<file path="config.mk">
export PLATFORM = sky130hd
export DESIGN_NAME = tick_timer
export DESIGN_NICKNAME = d
export VERILOG_FILES = /design/src/rtl/tick_timer_pkg.sv /design/src/rtl/tick_timer_ctrl.sv /design/src/rtl/tick_timer_dp.sv /design/src/rtl/tick_timer.sv
export SDC_FILE = /design/constraint.sdc
export NUM_CORES = 1
export LEC_CHECK = 0
export ABC_AREA = 1
export ABC_CLOCK_PERIOD_IN_PS = 2100
export BUFFER_PORTS_ARGS = -buffer_cell sky130_fd_sc_hd__buf_2
export CAP_MARGIN = 30
export CORE_ASPECT_RATIO = 1.75
export CORE_MARGIN = 4
export CORE_UTILIZATION = 51
export DETAILED_ROUTE_END_ITERATION = 16
export PLACE_DENSITY = 0.84
export SLEW_MARGIN = 20
export SYNTH_ARGS = -nofsm -noshare
export SYNTH_HDL_FRONTEND = slang
export SYNTH_SLANG_ARGS = --single-unit
export TNS_END_PERCENT = 1
</file>
<file path="constraint.sdc">
create_clock -name clk -period 2.1 [get_ports clk]
set_clock_uncertainty 0.2 [all_clocks]
set_input_delay 0.315 -clock clk [delete_from_list [all_inputs] [get_ports clk]]
set_output_delay 0.315 -clock clk [all_outputs]
set_load 0.005 [all_outputs]
</file>
<file path="src/rtl/tick_timer_pkg.sv">
package tick_timer_pkg;

  typedef enum logic [1:0] {
    MODE_INTERVAL = 2'b00,
    MODE_PULSE    = 2'b01,
    MODE_WATCHDOG = 2'b10,
    MODE_RSVD     = 2'b11
  } tmrMode_t;

  localparam int BIT_EN    = 7;
  localparam int BIT_DIV   = 6;
  localparam int BIT_CLR   = 5;
  localparam int BIT_EDGE  = 3;
  localparam int BIT_SRC   = 2;

  typedef struct packed {
    logic inc;
    logic clr;
    logic wrapAtCmp;
  } tmrStrobe_t;

endpackage

</file>
<file path="src/rtl/tick_timer_ctrl.sv">
module tick_timer_ctrl
  import tick_timer_pkg::*;
#(
  parameter int CW  = 16,
  parameter int DIV = 4
) (
  input  logic          clk,
  input  logic          rstN,
  input  logic          regWe,
  input  logic          regAddr,
  input  logic [31:0]   regWdata,
  input  logic          extClk,
  input  logic          wdDisable,
  output tmrStrobe_t    strobe,
  output logic [7:0]    ctrlBits,
  output logic [CW-1:0] cmpVal
);

  localparam int PW = (DIV > 1) ? $clog2(DIV) : 1;
  localparam logic [PW-1:0] PRESC_LAST = PW'(DIV - 1);

  logic cntEn, divEn, clrOnStop, edgeRise, extSel, armed;
  tmrMode_t mode;
  logic [1:0] syncQ;
  logic extPrev;
  logic [PW-1:0] presc;

  logic ctrlWr, cmpWr, extEdge, prescTick, tick, run;
  tmrMode_t wrMode;
  logic unusedWdata;

  assign ctrlWr = regWe & ~regAddr;
  assign cmpWr  = regWe & regAddr;
  assign wrMode = tmrMode_t'(regWdata[1:0]);
  assign unusedWdata = ^regWdata;

  always_ff @(posedge clk or negedge rstN) begin
    if (!rstN) begin
      cntEn     <= 1'b0;
      divEn     <= 1'b0;
      clrOnStop <= 1'b0;
      edgeRise  <= 1'b0;
      extSel    <= 1'b0;
      mode      <= MODE_INTERVAL;
      cmpVal    <= '1;
    end else begin
      if (ctrlWr) begin
        cntEn     <= regWdata[BIT_EN];
        divEn     <= regWdata[BIT_DIV];
        clrOnStop <= regWdata[BIT_CLR];
        edgeRise  <= regWdata[BIT_EDGE];
        extSel    <= regWdata[BIT_SRC];
        mode      <= wrMode;
      end
      if (cmpWr) cmpVal <= regWdata[CW-1:0];
    end
  end

  // Watchdog run latch: started by an enabling write, only the disable pin or a mode change stops it.
  always_ff @(posedge clk or negedge rstN) begin
    if (!rstN) armed <= 1'b0;
    else if (wdDisable || (ctrlWr && wrMode != MODE_WATCHDOG)) armed <= 1'b0;
    else if (ctrlWr && regWdata[BIT_EN]) armed <= 1'b1;
  end

  always_ff @(posedge clk or negedge rstN) begin
    if (!rstN) begin
      syncQ   <= '0;
      extPrev <= 1'b0;
    end else begin
      syncQ   <= {syncQ[0], extClk};
      extPrev <= syncQ[1];
    end
  end

  assign extEdge = edgeRise ? (syncQ[1] & ~extPrev) : (~syncQ[1] & extPrev);

  always_ff @(posedge clk or negedge rstN) begin
    if (!rstN) presc <= '0;
    else if (!divEn || presc == PRESC_LAST) presc <= '0;
    else presc <= presc + 1'b1;
  end

  assign prescTick = divEn && (presc == PRESC_LAST);
  assign tick      = extSel ? extEdge : prescTick;

  always_comb begin
    unique case (mode)
      MODE_WATCHDOG: run = armed & ~wdDisable;
      MODE_RSVD:     run = 1'b0;
      default:       run = cntEn;
    endcase
  end

  assign strobe.inc       = run & tick;
  assign strobe.clr       = ctrlWr && cntEn && !regWdata[BIT_EN] && regWdata[BIT_CLR]
                            && (wrMode != MODE_WATCHDOG);
  assign strobe.wrapAtCmp = (mode == MODE_INTERVAL);

  assign ctrlBits = {cntEn, divEn, clrOnStop, 1'b0, edgeRise, extSel, mode};

endmodule

</file>
<file path="src/rtl/tick_timer_dp.sv">
module tick_timer_dp
  import tick_timer_pkg::*;
#(
  parameter int CW = 16
) (
  input  logic          clk,
  input  logic          rstN,
  input  tmrStrobe_t    strobe,
  input  logic [CW-1:0] cmpVal,
  output logic [CW-1:0] countVal,
  output logic          termPulse
);

  always_ff @(posedge clk or negedge rstN) begin
    if (!rstN) begin
      countVal  <= '0;
      termPulse <= 1'b0;
    end else begin
      termPulse <= 1'b0;
      if (strobe.clr) begin
        countVal <= '0;
      end else if (strobe.inc) begin
        if (strobe.wrapAtCmp && countVal == cmpVal) begin
          countVal  <= '0;
          termPulse <= 1'b1;
        end else begin
          countVal <= countVal + 1'b1;
        end
      end
    end
  end

endmodule

</file>
<file path="src/rtl/tick_timer.sv">
module tick_timer
  import tick_timer_pkg::*;
#(
  parameter int CW  = 16,
  parameter int DIV = 4
) (
  input  logic          clk,
  input  logic          rstN,
  input  logic          regWe,
  input  logic          regAddr,
  input  logic [31:0]   regWdata,
  output logic [31:0]   regRdata,
  input  logic          extClk,
  input  logic          wdDisable,
  output logic [CW-1:0] countVal,
  output logic          termPulse
);

  tmrStrobe_t    strobe;
  logic [7:0]    ctrlBits;
  logic [CW-1:0] cmpVal;

  tick_timer_ctrl #(.CW(CW), .DIV(DIV)) u_ctrl (
    .clk(clk), .rstN(rstN), .regWe(regWe), .regAddr(regAddr), .regWdata(regWdata),
    .extClk(extClk), .wdDisable(wdDisable), .strobe(strobe), .ctrlBits(ctrlBits),
    .cmpVal(cmpVal)
  );

  tick_timer_dp #(.CW(CW)) u_dp (
    .clk(clk), .rstN(rstN), .strobe(strobe), .cmpVal(cmpVal),
    .countVal(countVal), .termPulse(termPulse)
  );

  assign regRdata = regAddr ? 32'(cmpVal) : {24'd0, ctrlBits};

endmodule

</file>
== Yosys cells after proc, flatten, opt, wreduce, memory -nomap -nowiden ==
Index checks and enable logic that the tools add are counted.

* Output and inout bits: 49
* Word-level logic and storage cells: 58
* Bits in registers: 46

* Mux-type cells: 13
* Reduce and logical (&&, ||, !) cells: 15
* Bitwise gates (word level): 10
* $add $sub $neg: 2
* Equal/unequal tests: 5

{| class="wikitable"
|+ Operators with widths
! operator !! number
|-
| $mux W16 || 4
|-
| $add A16 B1 Y16 const B || 1
|-
| $eq A16 B16 Y1 || 1
|-
| $logic_and A1 B1 Y1 || 8
|-
| $mux W1 || 7
|-
| $and A1 B1 Y1 || 6
|-
| $eq A2 B2 Y1 const B || 3
|-
| $not A1 Y1 || 4
|-
| $reduce_bool A2 Y1 || 2
|-
| $add A2 B1 Y2 const B || 1
|-
| $logic_not A1 Y1 || 2
|-
| $logic_not A2 Y1 || 1
|-
| $logic_or A1 B1 Y1 || 2
|-
| $mux W2 || 1
|-
| $ne A2 B2 Y1 const B || 1
|-
| $pmux W1 S2 || 1
|}

== Longest topological paths before layout ==
* Depth after elaboration: 7
* Mapped depth: 10
* Depth with buffers taken out: 10

== Cells and area by module ==
Synthesis repeated with hierarchy kept, for this count alone.

* Cell total of the unflattened synthesis: 425
* Area, all modules: 2937.8 um^2

{| class="wikitable"
|+ By module, submodules not included
! module !! seq. area each (um^2) !! cells an instance !! times used !! area each (um^2)
|-
| tick_timer_dp || 425.4 || 227 || 1 || 1391.3
|-
| tick_timer_ctrl || 745.7 || 138 || 1 || 1237.4
|-
| tick_timer || 0.0 || 60 || 1 || 309.0
|}

== Worst setup path after synthesis ==
Ideal clock, no wire load.

* Kind: reg2reg
* Start point: register u_dp.countVal[0]
* End point: register u_dp.countVal[12]
* Stages on the path, launching flop included: 11
* Period minus slack after synthesis: 1.665 ns
* Arrival time: 1.346 ns
* Slack: 0.435 ns
* Buffers on the path: 0
* Cell sequence: dfrtp_1 -> ha_1 -> nand3_1 -> nor2_1 -> inv_1 -> nor2_1 -> nand2_1 -> nand2_1 -> nand2_1 -> nand3_1 -> nand2_1

* Word-level cells in the longest chain between the ends: 5
* Elaborated cells between the ends (all ways): 6
* Those cells by class: add/sub (1); eq/ne (1); mux (3); reduce/logical (1)

{| class="wikitable"
|+ RTL lines
! item !! RTL line !! source
|-
| start, declared || tick_timer_dp.sv:10 || <nowiki>output logic [CW-1:0] countVal,</nowiki>
|-
| start signal, assigned || tick_timer_dp.sv:27 || <nowiki>countVal <= countVal + 1'b1;</nowiki>
|-
| parallel branches: the longest is 2 deep, another holds $add A16 B1 Y16 || n/a ||
|-
| $mux W16 (*) || tick_timer_dp.sv:23 || <nowiki>if (strobe.wrapAtCmp && countVal == cmpVal) begin</nowiki>
|-
| $mux W16 (*) || tick_timer_dp.sv:22 || <nowiki>end else if (strobe.inc) begin</nowiki>
|-
| $mux W16 (*) || tick_timer_dp.sv:20 || <nowiki>if (strobe.clr) begin</nowiki>
|}

Every way passes the cells marked *. The select of a mux whose other input is x is not followed.
A chain may end at the register's enable or synchronous reset.

== Final worst setup path ==
Same ends and word-level chain as after synthesis.

==> flow_metrics.env <==
export IMPL_worst_endpoint_arrival_ns=1.95
export IMPL_async_reset_ff_frac=1.00
export IMPL_cp_endpoint="u_dp.countVal[12]$_DFFE_PN0P_"
export IMPL_finalSetupTns_ns=0
export IMPL_synth_ff_type="dfrtp_1"
export IMPL_cpPeakStageDelay_ns=0.47
export IMPL_worst_setup_path_type="flop to flop"
export IMPL_final_hold_violation_count=0
export IMPL_clock_sinks=46
export IMPL_route_detailed_drc=0
export IMPL_grt_first_pass_wirelength_um=11000
export IMPL_worst_pin_slew_ns=0.581
export IMPL_syn_inst=384
export IMPL_cp_cell_sequence="ha_1 > nand3_1 > nor2_1 > inv_1 > nor2_1 > nand2_1 > nand2_1 > nand2_1 > nand3_1 > nand2_1"
export IMPL_slew_headroom=0.613
export IMPL_port_buffers=54
export IMPL_ctsHoldBuffers=3
export IMPL_fin_crit_ns=1.95
export IMPL_die_area_um2=6680
export IMPL_cts_buffers_inserted=5
export IMPL_syn_area_um2=2750
export IMPL_final_common_cell="nand2_1"
export IMPL_die_height_um=105
export IMPL_vias=2520
export IMPL_worst_path_stages=10
export IMPL_synth_simple_area_share=0.333
export IMPL_most_common_layout_cells="nand2_1 (127), inv_1 (56), buf_2 (54)"
export IMPL_post_cts_resized=0
export IMPL_rows=35
export IMPL_firstDrtPassIters=4
export IMPL_routed_wirelength_um=6520
export IMPL_dp_hpwl_um=4950
export IMPL_rr_worst_depth=10
export IMPL_synthXorXnorAreaFrac=0.0159
export IMPL_whs_path_depth=3
export IMPL_pin_count=87
export IMPL_root_buffer="clkbuf_8"
export IMPL_coreArea_um2=5260
export IMPL_dieWidth_um=63.5
export IMPL_synth_fa_ha_area_frac=0.00910
export IMPL_path_clk_slew_ns=0.09
export IMPL_endpoint_kind="flop"
export IMPL_crit_family="simple AND/OR/NAND/NOR gates"
export IMPL_worstPathMaxFanout=7
export IMPL_overflow=0
export IMPL_p_per_area_nw_per_um2=921
export IMPL_clk_path_buf_depth=2
export IMPL_cp_start_kind="flop"
export IMPL_synth_top_family_by_area="simple AND/OR/NAND/NOR gates"
export IMPL_ff2ff_setup_slack_ns=0.15
export IMPL_max_clock_freq_ghz=0.514
export IMPL_synth_edf_count=0
export IMPL_worstReg2RegEnd="u_dp.countVal[12]$_DFFE_PN0P_"
export IMPL_cp_slowest_cell="dfrtp_1"
export IMPL_status="complete, no violations"
export IMPL_cts_max_level=2
export IMPL_synth_area_per_cell_um2=7.16
export IMPL_initial_core_util=0.523
export IMPL_grt_setup_unrepaired="no"
export IMPL_grt_usage=0.208
export IMPL_yosysWarnings=0
export IMPL_path_common_cell="nand2_1"
export IMPL_drive_gt1_frac=0.218
export IMPL_ys_ff_latch=46
export IMPL_peakVddDrop_uv=475
export IMPL_wl_per_cell_um=13.0
export IMPL_syn_to_final_growth_pct=15.5
export IMPL_r2r_start="u_dp.countVal[0]$_DFFE_PN0P_"
export IMPL_layout_nets=484
export IMPL_grt_max_degree=47
export IMPL_drv_cap=0
export IMPL_drtIter0Drc=94
export IMPL_post_layout_total_power_w=0.00292
export IMPL_slew_viol_final=0
export IMPL_min_path_type="primary input to flop"
export IMPL_viasPerCell=5.04
export IMPL_setup_violations=0
export IMPL_crit_required_ns=2.10
export IMPL_cts_tree="done"
export IMPL_num_antenna_cells=0
export IMPL_grt_pass1_vias=2425
export IMPL_period_share=0.927
export IMPL_antenna_found_initial=0
export IMPL_synth_distinct_cells=31
export IMPL_critical_path_buf_inv_count=1
export IMPL_routabilityCongestion=0.867
export IMPL_clkLatencyLatePin_ns=0.30
export IMPL_post_cts_setup_buffers=0
export IMPL_startpoint="u_dp.countVal[0]$_DFFE_PN0P_"
export IMPL_yosysSeqAreaShare=0.426
export IMPL_ant_nets=0
export IMPL_synth_compound_area_frac=0.0596
export IMPL_synth_area_mux_share=0.0123
export IMPL_p_leak_nw=1.76
[Yosys cell counts (3+ instances only)]
library cell	count	share of area
a21oi_1	9	0.016
buf_4	16	0.044
clkbuf_1	4	0.0055
dfrtp_1	30	0.27
dfstp_2	16	0.15
inv_1	56	0.076
mux2_2	3	0.012
nand2_1	127	0.17
nand3_1	23	0.042
nand3_2	3	0.011
nand4_1	4	0.0091
nor2_1	44	0.060
nor3_1	4	0.0073
o21ai_0	22	0.040
xnor2_1	3	0.0096
[routing by layer]
metal	routed length [um]	GRT usage	up-vias	share of wire
met1	2450	0.223	1137	0.38
li1	-	-	1261	-
met5	0	0	-	0
met3	267	0.0226	29	0.041
met2	3450	0.376	93	0.53
met4	348	0.131	0	0.053
[kinds of logic after synthesis]
| group | count (synthesis) |
|---|---|
| AND/OR/NAND/NOR | 214 |
| buffers and inverters | 81 |
| flip-flops | 46 |
| AO/OA/AOI/OAI | 32 |
| XOR/XNOR | 5 |
| multiplexers | 3 |
| adder cells (fa/ha/maj) | 2 |
| other | 1 |
[worst min path at each step]
| stage | from | endpoint | slack (ns) |
|---|---|---|---|
| 2_1_floorplan | rstN | u_ctrl.armed$_DFFE_PN0P_ | -0.18 |
| 3_3_place_gp | u_ctrl.syncQ[0]$_DFF_PN0_ | u_ctrl.syncQ[1]$_DFF_PN0_ | 0.13 |
| 3_5_place_dp | u_ctrl.syncQ[0]$_DFF_PN0_ | u_ctrl.syncQ[1]$_DFF_PN0_ | 0.14 |
| 4_1_cts | regWdata[10] | u_ctrl.cmpVal[10]$_DFFE_PN1P_ | 0.04 |
| 5_1_grt | regWdata[10] | u_ctrl.cmpVal[10]$_DFFE_PN1P_ | 0.04 |
| 6_report | regWdata[10] | u_ctrl.cmpVal[10]$_DFFE_PN1P_ | 0.04 |
[sequential cells by signal, indices dropped and copies added, names as in the netlist]
register and count:
u_ctrl.edgeRise 1, u_ctrl.cmpVal 16, u_ctrl.presc 2, u_dp.countVal 16, u_ctrl.syncQ 2, u_ctrl.divEn 1
u_ctrl.cntEn 1, u_ctrl.clrOnStop 1, u_ctrl.extPrev 1, u_dp.termPulse 1, u_ctrl.armed 1, u_ctrl.mode 2
u_ctrl.extSel 1
[final cells by class]
class / count / area (um^2)
Clock buffer: 6 / 82.6
Clock inverter: 2 / 60.1
Fill cell: 478 / 2080
Inverter: 58 / 223
Multi-Input combinational cell: 272 / 1240
Sequential cell: 46 / 1170
Tap cell: 55 / 68.8
Timing Repair Buffer: 61 / 330
[power breakdown]
group / switching (W) / internal, W
registers: 0.000210 / 0.00108
clock network: 0.000305 / 0.000508
logic: 0.000499 / 0.000326
[stage by stage]
stage / setup WS, ns / utilization / instances / hold slack [ns] / area, um^2
after floorplan: 0.435 / - / 399 / -0.181 / 2810
after global placement: 0.265 / 0.572 / 489 / 0.134 / 3000
after global routing: 0.00983 / 0.605 / 500 / 0.0372 / 3180
final: 0.154 / 0.605 / 500 / 0.0403 / 3180
after detailed placement: 0.236 / 0.572 / 489 / 0.143 / 3000
after CTS: 0.178 / 0.605 / 500 / 0.0353 / 3180
[worst reg2reg max path: stages (launching register included)]
cell and delay, ns:
dfrtp_1 0.47, ha_1 0.24, nand3_1 0.16, nor2_1 0.17, inv_1 0.10, nor2_1 0.20
nand2_1 0.07, nand2_1 0.06, nand2_1 0.05, nand3_1 0.08, nand2_1 0.05
(Power assumes the default switching activity.)
